==> src/rtl/sfu_pkg.sv <==
package sfu_pkg;

   typedef enum logic [2:0] {
      OPC_NONE   = 3'd0,
      OPC_ADDSUB = 3'd1,
      OPC_MOVE   = 3'd2,
      OPC_DIV    = 3'd3,
      OPC_MACC   = 3'd4,
      OPC_BCD    = 3'd5
   } opc_e;

   // bit positions inside the status byte that other logic decodes
   localparam int unsigned BIT_WIDTHSEL = 5;
   localparam int unsigned BIT_OVF      = 6;
   localparam int unsigned BIT_NEG      = 7;

endpackage

==> src/rtl/sfu_arith_eval.sv <==
module sfu_arith_eval #(
   parameter int unsigned WORD_W   = 16,
   parameter int unsigned NARROW_W = 8
) (
   input  logic              narrow,
   input  logic              sub,
   input  logic [WORD_W-1:0] a,
   input  logic [WORD_W-1:0] b,
   input  logic [WORD_W-1:0] r,
   output logic              sign,
   output logic              ovf
);

   localparam int unsigned N_MODES = 2;

   logic [N_MODES-1:0] sgn_m;
   logic [N_MODES-1:0] ovf_m;

   // both widths are evaluated side by side, the stored width bit picks one
   generate
      for (genvar g = 0; g < N_MODES; g++) begin : g_mode
         localparam int unsigned MSB = (g == 0) ? WORD_W - 1 : NARROW_W - 1;
         logic a_s, b_s, r_s;
         assign a_s      = a[MSB];
         assign b_s      = b[MSB] ^ sub;
         assign r_s      = r[MSB];
         assign sgn_m[g] = r_s;
         assign ovf_m[g] = (a_s == b_s) && (r_s != a_s);
      end
   endgenerate

   assign sign = sgn_m[narrow];
   assign ovf  = ovf_m[narrow];

endmodule

==> src/rtl/sfu_alu_update.sv <==
module sfu_alu_update
   import sfu_pkg::*;
(
   input  logic clk,
   input  logic rst_n,
   input  logic op_valid,
   input  opc_e opc,
   input  logic sign,
   input  logic ovf,
   input  logic div_ovf,
   input  logic macc_ovf,
   output logic we_ovf,
   output logic we_neg,
   output logic val_ovf,
   output logic val_neg
);

   always_comb begin
      we_ovf  = 1'b0;
      we_neg  = 1'b0;
      val_ovf = 1'b0;
      val_neg = sign;
      if (op_valid) begin
         unique case (opc)
            OPC_ADDSUB: begin
               we_ovf  = 1'b1;
               we_neg  = 1'b1;
               val_ovf = ovf;
            end
            OPC_MOVE: we_neg = 1'b1;
            OPC_DIV: begin
               we_ovf  = 1'b1;
               we_neg  = 1'b1;
               val_ovf = div_ovf;
            end
            OPC_MACC: begin
               we_ovf  = 1'b1;
               val_ovf = macc_ovf;
            end
            default: ;
         endcase
      end
   end

   // decimal arithmetic must never request a write of overflow or sign
   assert_bcd_hold_R7 : assert property (@(posedge clk) disable iff (!rst_n)
      (op_valid && opc == OPC_BCD) |-> (!we_ovf && !we_neg));

   // multiply-accumulate leaves the sign alone
   assert_macc_sign_R6 : assert property (@(posedge clk) disable iff (!rst_n)
      (op_valid && opc == OPC_MACC) |-> !we_neg);

endmodule

==> src/rtl/sfu_flag_bank.sv <==
module sfu_flag_bank #(
   parameter int unsigned STAT_W    = 8,
   parameter logic [STAT_W-1:0] RESET_VAL = '0
) (
   input  logic              clk,
   input  logic              rst_n,
   input  logic              restore_en,
   input  logic [STAT_W-1:0] restore_val,
   input  logic [STAT_W-1:0] set_vec,
   input  logic [STAT_W-1:0] clr_vec,
   input  logic [STAT_W-1:0] alu_we,
   input  logic [STAT_W-1:0] alu_val,
   output logic [STAT_W-1:0] flags
);

   logic [STAT_W-1:0] nxt;

   // per bit: stack restore, then clear, then set, then ALU, else hold
   generate
      for (genvar i = 0; i < STAT_W; i++) begin : g_bit
         assign nxt[i] = restore_en ? restore_val[i] :
                         clr_vec[i] ? 1'b0 :
                         set_vec[i] ? 1'b1 :
                         alu_we[i]  ? alu_val[i] : flags[i];
      end
   endgenerate

   always_ff @(posedge clk or negedge rst_n) begin
      if (!rst_n) flags <= RESET_VAL;
      else        flags <= nxt;
   end

   assert_restore_R10 : assert property (@(posedge clk) disable iff (!rst_n)
      restore_en |=> (flags == $past(restore_val)));

   assert_clear_wins_R8 : assert property (@(posedge clk) disable iff (!rst_n)
      (!restore_en && clr_vec != '0) |=> ((flags & $past(clr_vec)) == '0));

   assert_set_mask_R8 : assert property (@(posedge clk) disable iff (!rst_n)
      (!restore_en && set_vec != '0)
      |=> ((flags & $past(set_vec & ~clr_vec)) == $past(set_vec & ~clr_vec)));

   assert_idle_hold_R13 : assert property (@(posedge clk) disable iff (!rst_n)
      (!restore_en && set_vec == '0 && clr_vec == '0 && alu_we == '0) |=> $stable(flags));

endmodule

==> src/rtl/stat_flag_core.sv <==
module stat_flag_core
   import sfu_pkg::*;
#(
   parameter int unsigned WORD_W   = 16,
   parameter int unsigned NARROW_W = 8,
   parameter int unsigned STAT_W   = 8
) (
   input  logic              clk,
   input  logic              rst_n,
   input  logic              op_valid,
   input  logic [2:0]        op_class,
   input  logic              op_sub,
   input  logic [WORD_W-1:0] opnd_a,
   input  logic [WORD_W-1:0] opnd_b,
   input  logic [WORD_W-1:0] alu_result,
   input  logic              div_ovf,
   input  logic              macc_ovf,
   input  logic              set_mask_en,
   input  logic              clr_mask_en,
   input  logic [STAT_W-1:0] flag_mask,
   input  logic              width_set,
   input  logic              width_clr,
   input  logic              ovf_clr,
   input  logic              restore_en,
   input  logic [STAT_W-1:0] restore_byte,
   output logic [STAT_W-1:0] flags_o,
   output logic              br_ovf_clr,
   output logic              br_ovf_set,
   output logic              br_plus,
   output logic              br_minus
);

   localparam logic [STAT_W-1:0] ONE_HOT_W = STAT_W'(1) << BIT_WIDTHSEL;
   localparam logic [STAT_W-1:0] ONE_HOT_V = STAT_W'(1) << BIT_OVF;
   localparam logic [STAT_W-1:0] ONE_HOT_N = STAT_W'(1) << BIT_NEG;

   generate
      if (NARROW_W < 1 || NARROW_W >= WORD_W) begin : g_bad_width
         $error("stat_flag_core: NARROW_W must lie in 1..WORD_W-1");
      end
      if (STAT_W < 8) begin : g_bad_stat
         $error("stat_flag_core: STAT_W must hold bits 0..7");
      end
   endgenerate

   logic              narrow;
   logic              ev_sign, ev_ovf;
   logic              we_ovf, we_neg, val_ovf, val_neg;
   logic [STAT_W-1:0] set_vec, clr_vec, alu_we, alu_val;
   opc_e              opc;

   assign narrow = flags_o[BIT_WIDTHSEL];
   assign opc    = opc_e'(op_class);

   sfu_arith_eval #(.WORD_W(WORD_W), .NARROW_W(NARROW_W)) u_eval (
      .narrow (narrow),
      .sub    (op_sub),
      .a      (opnd_a),
      .b      (opnd_b),
      .r      (alu_result),
      .sign   (ev_sign),
      .ovf    (ev_ovf)
   );

   sfu_alu_update u_upd (
      .clk      (clk),
      .rst_n    (rst_n),
      .op_valid (op_valid),
      .opc      (opc),
      .sign     (ev_sign),
      .ovf      (ev_ovf),
      .div_ovf  (div_ovf),
      .macc_ovf (macc_ovf),
      .we_ovf   (we_ovf),
      .we_neg   (we_neg),
      .val_ovf  (val_ovf),
      .val_neg  (val_neg)
   );

   always_comb begin
      set_vec = set_mask_en ? flag_mask : '0;
      clr_vec = clr_mask_en ? flag_mask : '0;
      if (width_set) set_vec = set_vec | ONE_HOT_W;
      if (width_clr) clr_vec = clr_vec | ONE_HOT_W;
      if (ovf_clr)   clr_vec = clr_vec | ONE_HOT_V;
      alu_we  = (we_ovf ? ONE_HOT_V : '0) | (we_neg ? ONE_HOT_N : '0);
      alu_val = (val_ovf ? ONE_HOT_V : '0) | (val_neg ? ONE_HOT_N : '0);
   end

   sfu_flag_bank #(.STAT_W(STAT_W)) u_bank (
      .clk         (clk),
      .rst_n       (rst_n),
      .restore_en  (restore_en),
      .restore_val (restore_byte),
      .set_vec     (set_vec),
      .clr_vec     (clr_vec),
      .alu_we      (alu_we),
      .alu_val     (alu_val),
      .flags       (flags_o)
   );

   assign br_ovf_set = flags_o[BIT_OVF];
   assign br_ovf_clr = ~flags_o[BIT_OVF];
   assign br_minus   = flags_o[BIT_NEG];
   assign br_plus    = ~flags_o[BIT_NEG];

   // the dedicated width strobe alone moves only the width bit
   assert_width_only_R9 : assert property (@(posedge clk) disable iff (!rst_n)
      (width_set && !restore_en && !set_mask_en && !clr_mask_en && !width_clr
       && !ovf_clr && !op_valid)
      |=> (flags_o == ($past(flags_o) | ONE_HOT_W)));

   // a divide with no competing command copies the divider's overflow
   assert_div_ovf_R5 : assert property (@(posedge clk) disable iff (!rst_n)
      (op_valid && opc == OPC_DIV && !restore_en && !set_mask_en && !clr_mask_en
       && !ovf_clr) |=> (flags_o[BIT_OVF] == $past(div_ovf)));

endmodule

==> config.mk <==
export PLATFORM = sky130hd
export DESIGN_NAME = stat_flag_core
export DESIGN_NICKNAME = d
export VERILOG_FILES = /design/src/rtl/sfu_pkg.sv /design/src/rtl/sfu_arith_eval.sv /design/src/rtl/sfu_alu_update.sv /design/src/rtl/sfu_flag_bank.sv /design/src/rtl/stat_flag_core.sv
export SDC_FILE = /design/constraint.sdc
export NUM_CORES = 1
export LEC_CHECK = 0
export BUFFER_PORTS_ARGS = -buffer_cell sky130_fd_sc_hd__buf_2
export CAP_MARGIN = 20
export CORE_MARGIN = 4
export CORE_UTILIZATION = 30
export CTS_CLUSTER_SIZE = 20
export DETAILED_ROUTE_END_ITERATION = 10
export GPL_ROUTABILITY_DRIVEN = 0
export PLACE_DENSITY = 0.78
export SETUP_SLACK_MARGIN = 0.3
export SLEW_MARGIN = 10
export SYNTH_ARGS = -nofsm -noshare
export SYNTH_HDL_FRONTEND = slang
export SYNTH_HIERARCHICAL = 1
export SYNTH_SLANG_ARGS = --single-unit
==> constraint.sdc <==
create_clock -name clk -period 1.1 [get_ports clk]
set_input_delay 0.33 -clock clk [delete_from_list [all_inputs] [get_ports clk]]
set_output_delay 0.33 -clock clk [all_outputs]
set_load 0.02 [all_outputs]
======== After elaboration in Yosys (flattened, before gate mapping) ========
Cells that the tools add are included.
operators by class
  muxes and demuxes ....................... 51
  equality and inequality tests ........... 8
  order comparisons ....................... 1
  reduce and logical (&&, ||, !) cells .... 12
  bitwise operators ....................... 6
operators with widths
  operator                                                     number
  two-way mux 1 bit                                            41
  two-way mux 8 bit                                            4
  nonzero test 4 bit                                           8
  two-way mux 7 bit                                            3
  OR 7 x 8 -> 8 bit                                            2
  two-way mux 6 bit                                            2
  equality test 3 x 2 -> 1 bit (second input constant)         2
  OR reduction 3 bit                                           2
  equality test 3 x 1 -> 1 bit (second input constant)         1
  equality test 3 bit (second input constant)                  1
  case mux 1 bit (3 select lines)                              1
  equality test 1 bit                                          2
  logical AND 1 bit                                            2
  less-than comparator 1 x 2 -> 1 bit (second input constant)  1
  != test 1 bit                                                2
  NOT 1 bit                                                    2
  bitwise XOR 1 bit                                            2
word-level totals
  word-level logic and storage cells ...... 86
  output and inout port bits .............. 12
  flip-flop bits (word level) ............. 8
  input bits .............................. 79

======== Logic depth before layout (Yosys ltp) ========
  depth in word-level cells ............... 13
  mapped depth ............................ 7
  depth with buffers taken out ............ 7

======== Cells and area by module ========
Netlist, hierarchy kept.
by module, submodules not included
  module          times used  sequential area each (µm²)  area each (µm²)  cells each
  sfu_flag_bank   1           200.2                       503.0            43
  stat_flag_core  1           0.0                         132.6            21
  sfu_arith_eval  1           0.0                         83.8             10
  sfu_alu_update  1           0.0                         78.8             10

======== Worst setup path after synthesis ========
Ideal clock, no wire load.
  path type ............................... flip-flop to flip-flop
  start point ............................. reg u_bank.flags[5]
  end point ............................... reg u_bank.flags[7]
  buffers on the path ..................... 1
  library setup time ...................... 130 ps
  data required time ...................... 970 ps
  data arrival time ....................... 1171 ps
  period minus slack after synthesis ...... 1300 ps
  path slack .............................. -200 ps
  cell stages (with the launch flop) ...... 5
  path through ............................ dfrtp_1 mux2_2 buf_4 mux2i_1 a221oi_2
on the way
  word-level cells in the longest chain between the ends .. 8
RTL lines
  item                                                   RTL line              text
  start: declaration                                     sfu_flag_bank.sv:13   output logic [STAT_W-1:0] flags
  start signal: assignment                               sfu_flag_bank.sv:30   else flags <= nxt;
  two-way mux 1 bit (implied by the code) (2 in series)  sfu_arith_eval.sv:32  assign sign = sgn_m[narrow];
  via ev_sign                                            stat_flag_core.sv:47  logic ev_sign, ev_ovf;
  two-way mux 8 bit                                      stat_flag_core.sv:87  alu_val = (val_ovf ? ONE_HOT_V : '0) | (val_neg ? ONE_HOT_N : '0);
  OR 7 x 8 -> 8 bit                                      stat_flag_core.sv:87
  two-way mux 1 bit                                      sfu_flag_bank.sv:24   alu_we[i] ? alu_val[i] : flags[i];
  two-way mux 1 bit                                      sfu_flag_bank.sv:23   set_vec[i] ? 1'b1 :
  two-way mux 1 bit                                      sfu_flag_bank.sv:22   clr_vec[i] ? 1'b0 :
  two-way mux 1 bit                                      sfu_flag_bank.sv:21   assign nxt[i] = restore_en ? restore_val[i] :
The timed path passes the listed nets, and every way through them passes these cells. The select of a mux whose other input is x is not followed.
A chain may end at the register's enable or synchronous reset.

======== Worst setup path after layout ========
  start point ............................. reg u_bank.flags[5]
  end point ............................... out flags_o[5]
RTL lines
  item              RTL line              text
  end: declaration  stat_flag_core.sv:26  output logic [STAT_W-1:0] flags_o,
No word-level cell between the ends.

==> results.cfg <==
[status]
outcome = finished, violations left
violations = negative setup slack

[power_and_ir_drop]
irDropWorstVdd_mv = 0.621
p_int_mw = 0.753
power_frac_comb_pct = 45.3
switching_share_pct = 33.9
powerDensity_nw_per_um2 = 873
clockPowerShare_pct = 22.5
power.total_mw = 1.14
net-switching-power_mw = 0.386
power_leakage_nw = 0.626
power_frac_seq_pct = 32.3

[synthesis]
ys_seq_area_share_pct = 25.1
synthCells = 84
ys_types = 21
yosys-top-cells-area = dfrtp_1, mux2i_1, a221oi_2, and2_1, nor2b_1
synth_seq_cells = 8
yosysWarnings = 6
syn_area_sq_um = 798
synth_top_cell_by_area = dfrtp_1
synth_top_area_share_pct = 25.1
syn_avg_cell_area_sq_um = 9.50

[clock_network]
numCtsBuffers = 3
clockBufferDepth = 2
path_clk_slew_ns = 0.07
h-tree-depth = 1
root_buffer = clkbuf_4
clk_latency_ns = 0.26
cts_tree = built
cts_sinks = 8

[sta]
fin_skew_ns = 0.00930
rsz0062_at_grt = true
final-hold-violation-count = 0
finalCritPeriodShare_pct = 118
min_period_ns = 1.30
max_freq_ghz = 0.772
worst_slack_ns = -0.196
finalSetupViolations = 14
whs_ns = 0.311
slew_violations = 0

[setup_path]
crit_fanout = 4
rrSetupSlack_ns = -0.13
setup.worst_path.start_class = flip-flop
worst_r2r_endpoint = u_bank/flags[6]
arrival_ns = 0.97
cp-end-kind = primary output
crit_type = flip-flop to primary output
r2r_cells = 5
worstPathRequired_ns = 0.77
regToRegStartpoint = u_bank/flags[5]

[placed_design]
portBuffers = 48
dp_hpwl_microns = 1690

[die]
fp.dieH_microns = 59.6
row_count = 18
die_area_sq_um = 3550
boundaryPins = 91
core_area_sq_um = 2500
initial_core_util_pct = 31.9
die_w_microns = 59.6

[routing]
totalWireLength_microns = 2260
drt_iter0_drc = 18
vias_per_cell = 4.62
wl_per_cell_microns = 12.6
dr_total_vias = 827
antenna_left = 0
drc = 0
drt-pass1-iter-count = 4

[hold_path]
min-delay-start = width_clr
hold_end = u_bank/flags[5]
worst_hold_path_type = input pin to flip-flop
whs_path_depth = 3

[final_layout]
antenna_cells = 0
largest_reg_flops = 8
nets = 229
drive_gt1_share_pct = 56.4
reg.largest.list = u_bank/flags (8)
area_delta_synth_final_pct = 63.5
top_register = u_bank/flags

[global_route]
antenna_found_initial = 0
grt-ovfl-total = 0
grt_pass1_vias = 814
grt_max_degree = 19
gr-usage-all-layers_pct = 12.9
grt_first_pass_wirelength_microns = 3460

[flow_run]
drv_cap = 0
## through the flow
stage | cells | TNS, ns | setup slack [ns] | instance area [sq um] | util, %
after floorplan | 95 | -0.292 | -0.160 | 901 | -
after global placement | 171 | -0.519 | -0.402 | 1150 | 45.9
after detailed placement | 171 | -0.596 | -0.466 | 1150 | 45.9
after CTS | 176 | -1.06 | -0.159 | 1260 | 50.5
after global routing | 179 | -1.66 | -0.265 | 1310 | 52.2
final | 179 | -1.03 | -0.196 | 1310 | 52.2
## cell usage after synthesis (all sizes together)
cell and instances:
and2 13, mux2i 12, nor2b 12, nor2 9, a221oi 8, dfrtp 8, buf 4, inv 4
a21o 3, nor3b 2, xnor2 2, and2b 1, and4bb 1, conb 1, mux2 1, nand3b 1
o21a 1, o2bb2ai 1
## layout make-up
type	instances	area, sq um
clock buffers	4	26.3
fillers	238	1190
inverters	4	25.0
multi-input cells	79	636
flip-flops and latches	8	209
well taps	30	37.5
repair buffers	54	372
## cell usage in the layout (no fill, tap or decap), drive strengths merged
master,count
buf,53
inv,4
nand3b,1
a21o,3
dfrtp,8
mux2i,12
nor2b,12
and2,13
dlygate4sd3,1
o21a,1
xnor2,2
a221oi,8
clkbuf,4
conb,12
nor2,9
mux2,1
and2b,1
and4bb,1
o2bb2ai,1
nor3b,2
## timing repair
action / CTS / global route
endpoints found under the setup margin: 20 / 18
hold buffers: 1 / 0
buffers inserted: 0 / 3
hold endpoints to repair: 8 / 0
pin swaps: 2 / 2
gates resized for setup: 26 / 6
## worst max path at each step
stage / from / cells past startpoint / to
floorplan: op_sub / 7 / u_bank/flags[6]
global placement: op_sub / 8 / u_bank/flags[6]
detailed placement: op_sub / 8 / u_bank/flags[6]
CTS: u_bank/flags[5] / 5 / u_bank/flags[6]
global route: u_bank/flags[5] / 5 / u_bank/flags[6]
finish: u_bank/flags[5] / 2 / flags_o[5]
## routing by layer
layer / track usage, % / part of all wire (%) / vias up
li1: - / - / 412
met1: 14.8 / 39 / 375
met2: 22.6 / 50 / 40
met3: 4.36 / 11 / 0
met4: 3.80 / 0 / 0
met5: 0 / 0 / -
## worst max-delay path, cell delays in order (launching register included)
cell     delay [ns]
dfrtp_2        0.44
buf_4          0.15
buf_6          0.12
## cells by family after synthesis
group / Yosys count / share of synthesized area, %
flops: 8 / 25.1
xor+xnor: 2 / 2.19
simple gates: 39 / 29.2
buf+inv: 8 / 6.43
other cells: 1 / 0.470
compound gates: 13 / 20.2
mux: 13 / 16.5
## power groups by stage
stage | logic [mW] | registers [mW] | clock network (mW)
floorplan | 0.238 | 0.400 | 0
global placement | 0.409 | 0.359 | 0
detailed placement | 0.421 | 0.362 | 0
CTS | 0.482 | 0.366 | 0.270
global route | 0.558 | 0.372 | 0.288
finish | 0.515 | 0.367 | 0.256
No activity file was read; power rests on OpenSTA's default activity.
